--- config.mk ---
export PLATFORM = sky130hd
export DESIGN_NAME = dist_state_bank
export DESIGN_NICKNAME = d
export VERILOG_FILES = /design/src/rtl/dist_pkg.sv /design/src/rtl/dist_decode.sv /design/src/rtl/dist_irq_cell.sv /design/src/rtl/dist_prio_ram.sv /design/src/rtl/dist_state_bank.sv
export SDC_FILE = /design/constraint.sdc
export NUM_CORES = 1
export LEC_CHECK = 0
export BUFFER_PORTS_ARGS = -buffer_cell sky130_fd_sc_hd__buf_2
export CAP_MARGIN = 10
export CORE_ASPECT_RATIO = 1.5
export CORE_UTILIZATION = 40
export CTS_BUF_LIST = sky130_fd_sc_hd__clkbuf_16
export CTS_CLUSTER_SIZE = 40
export DETAILED_ROUTE_END_ITERATION = 12
export PLACE_DENSITY_LB_ADDON = 0.05
export SLEW_MARGIN = 30
export SYNTH_ARGS = -nofsm -noshare
export SYNTH_HDL_FRONTEND = slang
export SYNTH_SLANG_ARGS = --single-unit
--- constraint.sdc ---
create_clock -name clk -period 10.19 [get_ports clk]
set_input_delay 1.019 -clock clk [delete_from_list [all_inputs] [get_ports clk]]
set_output_delay 1.019 -clock clk [all_outputs]
set_load 0.1 [all_outputs]
--- src/rtl/dist_pkg.sv ---
package dist_pkg;

  localparam int DATA_W = 32;

  typedef enum logic [3:0] {
    RG_NONE,
    RG_EN_SET,
    RG_EN_CLR,
    RG_PD_SET,
    RG_PD_CLR,
    RG_AC_SET,
    RG_AC_CLR,
    RG_CFG,
    RG_PRI
  } region_e;

  function automatic logic [7:0] pri_keep_mask(input int pri_bits);
    logic [7:0] m;
    m = '0;
    for (int b = 0; b < 8; b++) begin
      if (b >= 8 - pri_bits) m[b] = 1'b1;
    end
    return m;
  endfunction

endpackage

--- src/rtl/dist_decode.sv ---
module dist_decode
  import dist_pkg::*;
#(
  parameter int NUM_IRQ = 64,
  parameter int ADDR_W  = 6
) (
  input  logic [ADDR_W-1:0] addr,
  input  logic              wr,
  input  logic [31:0]       wdata,
  output region_e           region,
  output logic [ADDR_W-1:0] offset,
  output logic [NUM_IRQ-1:0] set_en,
  output logic [NUM_IRQ-1:0] clr_en,
  output logic [NUM_IRQ-1:0] set_pd,
  output logic [NUM_IRQ-1:0] clr_pd,
  output logic [NUM_IRQ-1:0] set_ac,
  output logic [NUM_IRQ-1:0] clr_ac,
  output logic [NUM_IRQ-1:0] cfg_we,
  output logic [NUM_IRQ-1:0] cfg_edge,
  output logic              prio_we
);
  localparam int W1       = NUM_IRQ / 32;
  localparam int WC       = NUM_IRQ / 16;
  localparam int WP       = NUM_IRQ / 4;
  localparam int B_EN_SET = 0;
  localparam int B_EN_CLR = W1;
  localparam int B_PD_SET = 2 * W1;
  localparam int B_PD_CLR = 3 * W1;
  localparam int B_AC_SET = 4 * W1;
  localparam int B_AC_CLR = 5 * W1;
  localparam int B_CFG    = 6 * W1;
  localparam int B_PRI    = 6 * W1 + WC;
  localparam int B_END    = B_PRI + WP;

  logic [31:0]        a_ext;
  logic [31:0]        base;
  logic [NUM_IRQ-1:0] bitv;

  always_comb begin
    a_ext = 32'(addr);
    if (a_ext < B_EN_CLR) begin
      region = RG_EN_SET; base = B_EN_SET;
    end else if (a_ext < B_PD_SET) begin
      region = RG_EN_CLR; base = B_EN_CLR;
    end else if (a_ext < B_PD_CLR) begin
      region = RG_PD_SET; base = B_PD_SET;
    end else if (a_ext < B_AC_SET) begin
      region = RG_PD_CLR; base = B_PD_CLR;
    end else if (a_ext < B_AC_CLR) begin
      region = RG_AC_SET; base = B_AC_SET;
    end else if (a_ext < B_CFG) begin
      region = RG_AC_CLR; base = B_AC_CLR;
    end else if (a_ext < B_PRI) begin
      region = RG_CFG; base = B_CFG;
    end else if (a_ext < B_END) begin
      region = RG_PRI; base = B_PRI;
    end else begin
      region = RG_NONE; base = a_ext;
    end
    offset = ADDR_W'(a_ext - base);
  end

  always_comb begin
    for (int i = 0; i < NUM_IRQ; i++) begin
      bitv[i]     = (32'(offset) == 32'(i / 32)) ? wdata[i % 32] : 1'b0;
      cfg_we[i]   = wr && (region == RG_CFG) && (32'(offset) == 32'(i / 16));
      cfg_edge[i] = wdata[2 * (i % 16) + 1];
    end
    set_en  = (wr && region == RG_EN_SET) ? bitv : '0;
    clr_en  = (wr && region == RG_EN_CLR) ? bitv : '0;
    set_pd  = (wr && region == RG_PD_SET) ? bitv : '0;
    clr_pd  = (wr && region == RG_PD_CLR) ? bitv : '0;
    set_ac  = (wr && region == RG_AC_SET) ? bitv : '0;
    clr_ac  = (wr && region == RG_AC_CLR) ? bitv : '0;
    prio_we = wr && (region == RG_PRI);
  end

  // one write touches at most one register group
  always_comb begin
    assert ($onehot0({|set_en, |clr_en, |set_pd, |clr_pd, |set_ac, |clr_ac,
                      |cfg_we, prio_we}))
      else $error("p_one_group_r2");
    // unmapped addresses produce no strobes
    if (region == RG_NONE)
      assert (!(|{set_en, clr_en, set_pd, clr_pd, set_ac, clr_ac, cfg_we}) && !prio_we)
        else $error("p_unmapped_quiet_r12");
  end

endmodule

--- src/rtl/dist_irq_cell.sv ---
module dist_irq_cell #(
  parameter bit PRIVATE = 1'b0
) (
  input  logic clk,
  input  logic rst,
  input  logic line,
  input  logic set_en,
  input  logic clr_en,
  input  logic set_pd,
  input  logic clr_pd,
  input  logic set_ac,
  input  logic clr_ac,
  input  logic cfg_we,
  input  logic cfg_edge,
  output logic enabled,
  output logic pending,
  output logic active,
  output logic edge_cfg
);
  logic en_q, ac_q, soft_q, pe_q, ln_q, ed_q;
  logic ed_next, pe_next, rise;

  assign rise = line & ~ln_q;

  generate
    if (PRIVATE) begin : g_fixed
      wire unused_cfg = cfg_we | cfg_edge;
      assign ed_next = 1'b0;
    end else begin : g_prog
      assign ed_next = cfg_we ? cfg_edge : ed_q;
    end
  endgenerate

  always_comb begin
    pe_next = pe_q;
    if (ed_next && !ed_q) pe_next = ln_q | soft_q;
    if (ed_q && set_pd)   pe_next = 1'b1;
    if (ed_q && clr_pd)   pe_next = 1'b0;
    if (ed_next && rise)  pe_next = 1'b1;
    if (!ed_next)         pe_next = 1'b0;
  end

  always_ff @(posedge clk) begin
    if (rst) begin
      en_q   <= 1'b0;
      ac_q   <= 1'b0;
      soft_q <= 1'b0;
      pe_q   <= 1'b0;
      ln_q   <= 1'b0;
      ed_q   <= 1'b0;
    end else begin
      ln_q <= line;
      ed_q <= ed_next;
      pe_q <= pe_next;
      if (set_en)      en_q <= 1'b1;
      else if (clr_en) en_q <= 1'b0;
      if (set_ac)      ac_q <= 1'b1;
      else if (clr_ac) ac_q <= 1'b0;
      if (set_pd && !ed_q)      soft_q <= 1'b1;
      else if (clr_pd && !ed_q) soft_q <= 1'b0;
    end
  end

  assign enabled  = en_q;
  assign active   = ac_q;
  assign edge_cfg = ed_q;
  assign pending  = ed_q ? pe_q : (ln_q | soft_q);

  p_en_set_r1: assert property (@(posedge clk) disable iff (rst)
    set_en |=> enabled);
  p_en_clr_r1: assert property (@(posedge clk) disable iff (rst)
    clr_en |=> !enabled);
  p_act_set_r11: assert property (@(posedge clk) disable iff (rst)
    set_ac |=> active);
  p_act_clr_r11: assert property (@(posedge clk) disable iff (rst)
    clr_ac |=> !active);
  p_set_pend_r3: assert property (@(posedge clk) disable iff (rst)
    set_pd |=> pending);
  p_edge_rise_r10: assert property (@(posedge clk) disable iff (rst)
    (edge_cfg && !cfg_we && line && !ln_q) |=> pending);
  p_edge_clear_r4: assert property (@(posedge clk) disable iff (rst)
    (edge_cfg && !cfg_we && clr_pd && !(line && !ln_q)) |=> !pending);
  p_level_clear_r4: assert property (@(posedge clk) disable iff (rst)
    (!edge_cfg && !cfg_we && clr_pd) |=> (pending == $past(line)));

endmodule

--- src/rtl/dist_prio_ram.sv ---
module dist_prio_ram
  import dist_pkg::*;
#(
  parameter int NUM_IRQ  = 64,
  parameter int PRI_BITS = 5,
  parameter int ADDR_W   = 6
) (
  input  logic              clk,
  input  logic              rst,
  input  logic              we,
  input  logic [ADDR_W-1:0] idx,
  input  logic [31:0]       wdata,
  input  logic              rd,
  output logic [31:0]       rdata
);
  localparam int WP    = NUM_IRQ / 4;
  localparam int IDX_W = (WP > 1) ? $clog2(WP) : 1;
  localparam logic [7:0] KEEP = pri_keep_mask(PRI_BITS);

  logic [31:0]   mem [WP];
  logic [WP-1:0] written_q;
  logic [31:0]   dout_q;
  logic          dvalid_q;
  logic [IDX_W-1:0] a;

  assign a = IDX_W'(idx);

  always_ff @(posedge clk) begin
    if (we) mem[a] <= wdata & {4{KEEP}};
    dout_q <= mem[a];
  end

  always_ff @(posedge clk) begin
    if (rst) begin
      written_q <= '0;
      dvalid_q  <= 1'b0;
    end else begin
      if (we) written_q[a] <= 1'b1;
      dvalid_q <= written_q[a];
    end
  end

  assign rdata = dvalid_q ? dout_q : 32'd0;

  p_prio_low_r8: assert property (@(posedge clk) disable iff (rst)
    rd |=> ((rdata & ~{4{KEEP}}) == 32'd0));

endmodule

--- src/rtl/dist_state_bank.sv ---
module dist_state_bank
  import dist_pkg::*;
#(
  parameter int NUM_IRQ  = 64,
  parameter int NUM_PRIV = 32,
  parameter int PRI_BITS = 5,
  parameter int ADDR_W   = 6
) (
  input  logic               clk,
  input  logic               rst,
  input  logic               bus_wr,
  input  logic               bus_rd,
  input  logic [ADDR_W-1:0]  bus_addr,
  input  logic [31:0]        bus_wdata,
  output logic [31:0]        bus_rdata,
  output logic               bus_rvalid,
  input  logic [NUM_IRQ-1:0] irq_line,
  output logic [NUM_IRQ-1:0] irq_enabled,
  output logic [NUM_IRQ-1:0] irq_pending,
  output logic [NUM_IRQ-1:0] irq_active
);
  region_e            region;
  logic [ADDR_W-1:0]  offset;
  logic [NUM_IRQ-1:0] set_en, clr_en, set_pd, clr_pd, set_ac, clr_ac;
  logic [NUM_IRQ-1:0] cfg_we, cfg_edge, edge_cfg;
  logic               prio_we;
  logic [31:0]        word_c, word_q, prio_dout;
  region_e            region_q;
  logic               rvalid_q;

  dist_decode #(.NUM_IRQ(NUM_IRQ), .ADDR_W(ADDR_W)) u_dec (
    .addr(bus_addr), .wr(bus_wr), .wdata(bus_wdata),
    .region(region), .offset(offset),
    .set_en(set_en), .clr_en(clr_en), .set_pd(set_pd), .clr_pd(clr_pd),
    .set_ac(set_ac), .clr_ac(clr_ac), .cfg_we(cfg_we), .cfg_edge(cfg_edge),
    .prio_we(prio_we)
  );

  for (genvar i = 0; i < NUM_IRQ; i++) begin : g_cell
    dist_irq_cell #(.PRIVATE(i < NUM_PRIV)) u_cell (
      .clk(clk), .rst(rst), .line(irq_line[i]),
      .set_en(set_en[i]), .clr_en(clr_en[i]),
      .set_pd(set_pd[i]), .clr_pd(clr_pd[i]),
      .set_ac(set_ac[i]), .clr_ac(clr_ac[i]),
      .cfg_we(cfg_we[i]), .cfg_edge(cfg_edge[i]),
      .enabled(irq_enabled[i]), .pending(irq_pending[i]),
      .active(irq_active[i]), .edge_cfg(edge_cfg[i])
    );
  end

  dist_prio_ram #(.NUM_IRQ(NUM_IRQ), .PRI_BITS(PRI_BITS), .ADDR_W(ADDR_W)) u_prio (
    .clk(clk), .rst(rst), .we(prio_we), .idx(offset), .wdata(bus_wdata),
    .rd(bus_rd && region == RG_PRI), .rdata(prio_dout)
  );

  always_comb begin
    word_c = '0;
    for (int i = 0; i < NUM_IRQ; i++) begin
      if (32'(offset) == 32'(i / 32)) begin
        case (region)
          RG_EN_SET, RG_EN_CLR: word_c[i % 32] = irq_enabled[i];
          RG_PD_SET, RG_PD_CLR: word_c[i % 32] = irq_pending[i];
          RG_AC_SET, RG_AC_CLR: word_c[i % 32] = irq_active[i];
          default: ;
        endcase
      end
      if (region == RG_CFG && 32'(offset) == 32'(i / 16))
        word_c[2 * (i % 16) + 1] = edge_cfg[i];
    end
  end

  always_ff @(posedge clk) begin
    if (rst) begin
      rvalid_q <= 1'b0;
      word_q   <= '0;
      region_q <= RG_NONE;
    end else begin
      rvalid_q <= bus_rd;
      word_q   <= word_c;
      region_q <= region;
    end
  end

  assign bus_rvalid = rvalid_q;
  assign bus_rdata  = (region_q == RG_PRI) ? prio_dout : word_q;

  p_rvalid_r12: assert property (@(posedge clk) disable iff (rst)
    bus_rd |=> bus_rvalid);
  p_no_rvalid_r12: assert property (@(posedge clk) disable iff (rst)
    !bus_rd |=> !bus_rvalid);
  p_unmapped_zero_r12: assert property (@(posedge clk) disable iff (rst)
    (bus_rd && region == RG_NONE) |=> (bus_rdata == 32'd0));
  p_priv_level_r7: assert property (@(posedge clk) disable iff (rst)
    (bus_rd && region == RG_CFG && 32'(offset) < 32'(NUM_PRIV / 16)) |=> (bus_rdata == 32'd0));

endmodule

==> run metrics <==
crit-path max cell delay 1.40 ns; Fill cells 7155; Syn Nets 2907; clk buf depth 3; Final Cycle Share 55.7%; Mapped Cells 2795; area of the core 77700 sq um; RSZ-0062 raised after global routing false; Finished Layout Cells 3909; Core Util, Final 45.3%; crit end category flop; DR pass1 iterations 5; register bit total from synthesis 714; Fmax 176 MHz; final hold violation count 0; nets@finish 2946; crit-path cells buf_2 -> a21oi_1 -> o21ai_0 -> fa_4 -> nand2b_1 -> nor3_1 -> nand2_1 -> a211oi_4 -> buf_4 -> mux2i_1 -> nor4b_1; minimum clock period 5.67 ns; vias per std cell 5.90; drt wl/cell 29.7 um; Ys Warns 0; Slew HR 30.8%; Crit Path Category input port to flop; post-synthesis sequential area ratio 55.5%; largest net degree at the start of global routing 204; worst skew pair latency 0.63 ns; CTS sink cnt 714; CTS clock-pin slew for the worst setup and hold paths 0.06 ns; Die W 231 um; total wire length 116 mm; Post-Syn Area 31500 sq um; die area 79900 sq um; final setup fails 0; distinct cell type count after synthesis 69; total CTS buffers 73; FFs w/ async S/R, synth 0%; FP Rows 125; Initial Utilization 40.5%; CP max FO 49; Buf+Inv Stages, Crit Path 2; dpl cells 3774; Cell Pwr Density 183 nW/um^2; Fin Hold WS 0.476 ns; Req. time, crit path 10.73 ns; H-tree depth 3; layout cells sized above 1 23.2%; Leak Pwr 13.2 nW; top_reg_cell synth dfxtp_1; chip height 346 um; Worst Hold Class flop to flop; slew of the pin with the lowest slew margin 1.04 ns; initial antenna violation count 7; CP Launch Type input port; crit-path leading delay family simple AND/OR/NAND/NOR gates; slowest CP cell fa_4; setup TNS 0 ns; Post-synth EDFFs 320; first-pass GRT wire length 165 mm; setup bufs post-CTS 0; Mean Syn Cell Area 11.3 sq um; vias in the first global route 22700; most frequent cells in the layout dfxtp_1 (394), buf_2 (330), edfxtp_1 (320); post-detail-place hpwl 79.7 mm; initial DRC count 2018; VDD IR max 141 uV; Layout Skew 0.0194 ns; grt ovf 0; WP data arrival 6.21 ns; routed vias 23100; Residual DRC 0; Max Cap Viol 0; DP Worst Slack 3.75 ns; most common cell after layout, fill and taps aside dfxtp_1; clock root buffer clkbuf_16; PostCTS Resize Cnt 0; Slew Viols, Final 0; antenna-violating nets left 0; setup ws final 4.52 ns; CTS tree yes; GRT Total Usage 28.7%; P&R area growth vs syn 11.8%; total I/O pin count 331; routability cong. 0.945; status finished, final reports clean; CTS Hold Bufs 0; I/O Buffers 330
stage by stage:
stage               instance area, sq um  total power [mW]
global route                       35200              6.64
floorplan                          31500              3.62
finish                             35200              6.44
CTS                                35200              6.49
detailed placement                 32900              3.85
global placement                   32600              3.84
cells in the mapped netlist, types with 4 or more instances:
| cell | number | area (sq um) |
|---|---|---|
| ha_1 | 5 | 62.6 |
| o21ai_0 | 173 | 866 |
| a31oi_1 | 16 | 100 |
| nand2_1 | 98 | 368 |
| nand2b_1 | 138 | 863 |
| buf_2 | 30 | 150 |
| mux2i_1 | 19 | 190 |
| buf_4 | 198 | 1490 |
| a22o_1 | 40 | 350 |
| a2111oi_0 | 14 | 123 |
| buf_1 | 10 | 37.5 |
| nand3_1 | 23 | 115 |
| nor2_1 | 106 | 398 |
| nor2b_1 | 52 | 325 |
| clkbuf_1 | 174 | 653 |
| or3_1 | 34 | 213 |
| nor3_1 | 67 | 335 |
| dfxtp_1 | 394 | 7890 |
| a21o_1 | 66 | 495 |
| buf_6 | 4 | 45.0 |
| inv_1 | 98 | 368 |
| a21oi_1 | 200 | 1000 |
| and2_1 | 16 | 100 |
| a22oi_1 | 22 | 165 |
| a211o_1 | 25 | 219 |
| o22ai_1 | 130 | 813 |
| a311oi_1 | 16 | 140 |
| and3_1 | 16 | 100 |
| a32o_1 | 16 | 160 |
| o211ai_1 | 12 | 90.1 |
| or2_2 | 33 | 206 |
| nor4_1 | 17 | 106 |
| mux4_2 | 104 | 2340 |
| o31a_1 | 16 | 140 |
| edfxtp_1 | 320 | 9610 |
| a221o_1 | 5 | 50.1 |
| a211oi_1 | 33 | 248 |
| nand3b_1 | 5 | 37.5 |
worst reg2reg max path, stage by stage, from the launching register on:
cell and delay, ns:
dfxtp_1 0.48, nor3_1 0.09, a21oi_1 0.80, a22oi_1 0.21, o211ai_1 0.23, a32o_1 0.22
final timing paths:
kind                            slack, ns                      to  cells after the start                       start
worst max-delay path                 4.52  g_cell[51].u_cell.pe_q                     11                 bus_addr[2]
worst min-delay path                 0.48     u_prio.written_q[3]                      2         u_prio.written_q[3]
worst max register to register       8.10              word_q[15]                      5  g_cell[47].u_cell.edge_cfg
worst min register to register       0.48     u_prio.written_q[3]                      2         u_prio.written_q[3]
area by class of cell:
class                           instances  area (sq um)  share of cell area [%]
Antenna cell                            3          7.51                  0.0213
Clock buffer                           75          1880                    5.33
Clock inverter                         56           423                    1.20
Inverter                               98           368                    1.04
Multi-Input combinational cell       1567         11500                    32.7
Sequential cell                       714         17500                    49.7
Tap cell                             1016          1270                    3.61
Timing Repair Buffer                  380          2260                    6.42
power breakdown:
group          internal (mW)  switching [mW]
logic                  0.217           0.492
clock network           1.49            1.17
registers               3.06          0.0193
per-layer routing:
layer  up-vias  part of all wire (%)  track usage, %
met2       863                    50            49.7
met3       216                   5.5            4.63
met4         8                   5.1            14.3
met1     11800                    39            34.3
li1      10200                     -               -
met5         -                 0.034               0
kinds of logic after synthesis:
| family | Yosys count | share of synthesized area, % |
|---|---|---|
| AOI/OAI and AO/OA | 809 | 16.7 |
| xor gates and xnor gates | 3 | 0.0834 |
| adders and majority gates | 6 | 0.262 |
| buffers and inverters | 514 | 8.70 |
| DFF | 714 | 55.5 |
| muxes | 123 | 8.04 |
| and+or+nand+nor | 626 | 10.7 |
sequential cells by signal, indices dropped and copies added, names as in the netlist, 16 cells and up:
signal	count
g_cell.u_cell.soft_q	64
g_cell.u_cell.edge_cfg	32
u_prio.mem	320
u_prio.dout_q	20
g_cell.u_cell.active	64
word_q	32
g_cell.u_cell.pe_q	32
u_prio.written_q	16
g_cell.u_cell.enabled	64
g_cell.u_cell.ln_q	64
No activity file was read; power rests on OpenSTA's default activity.
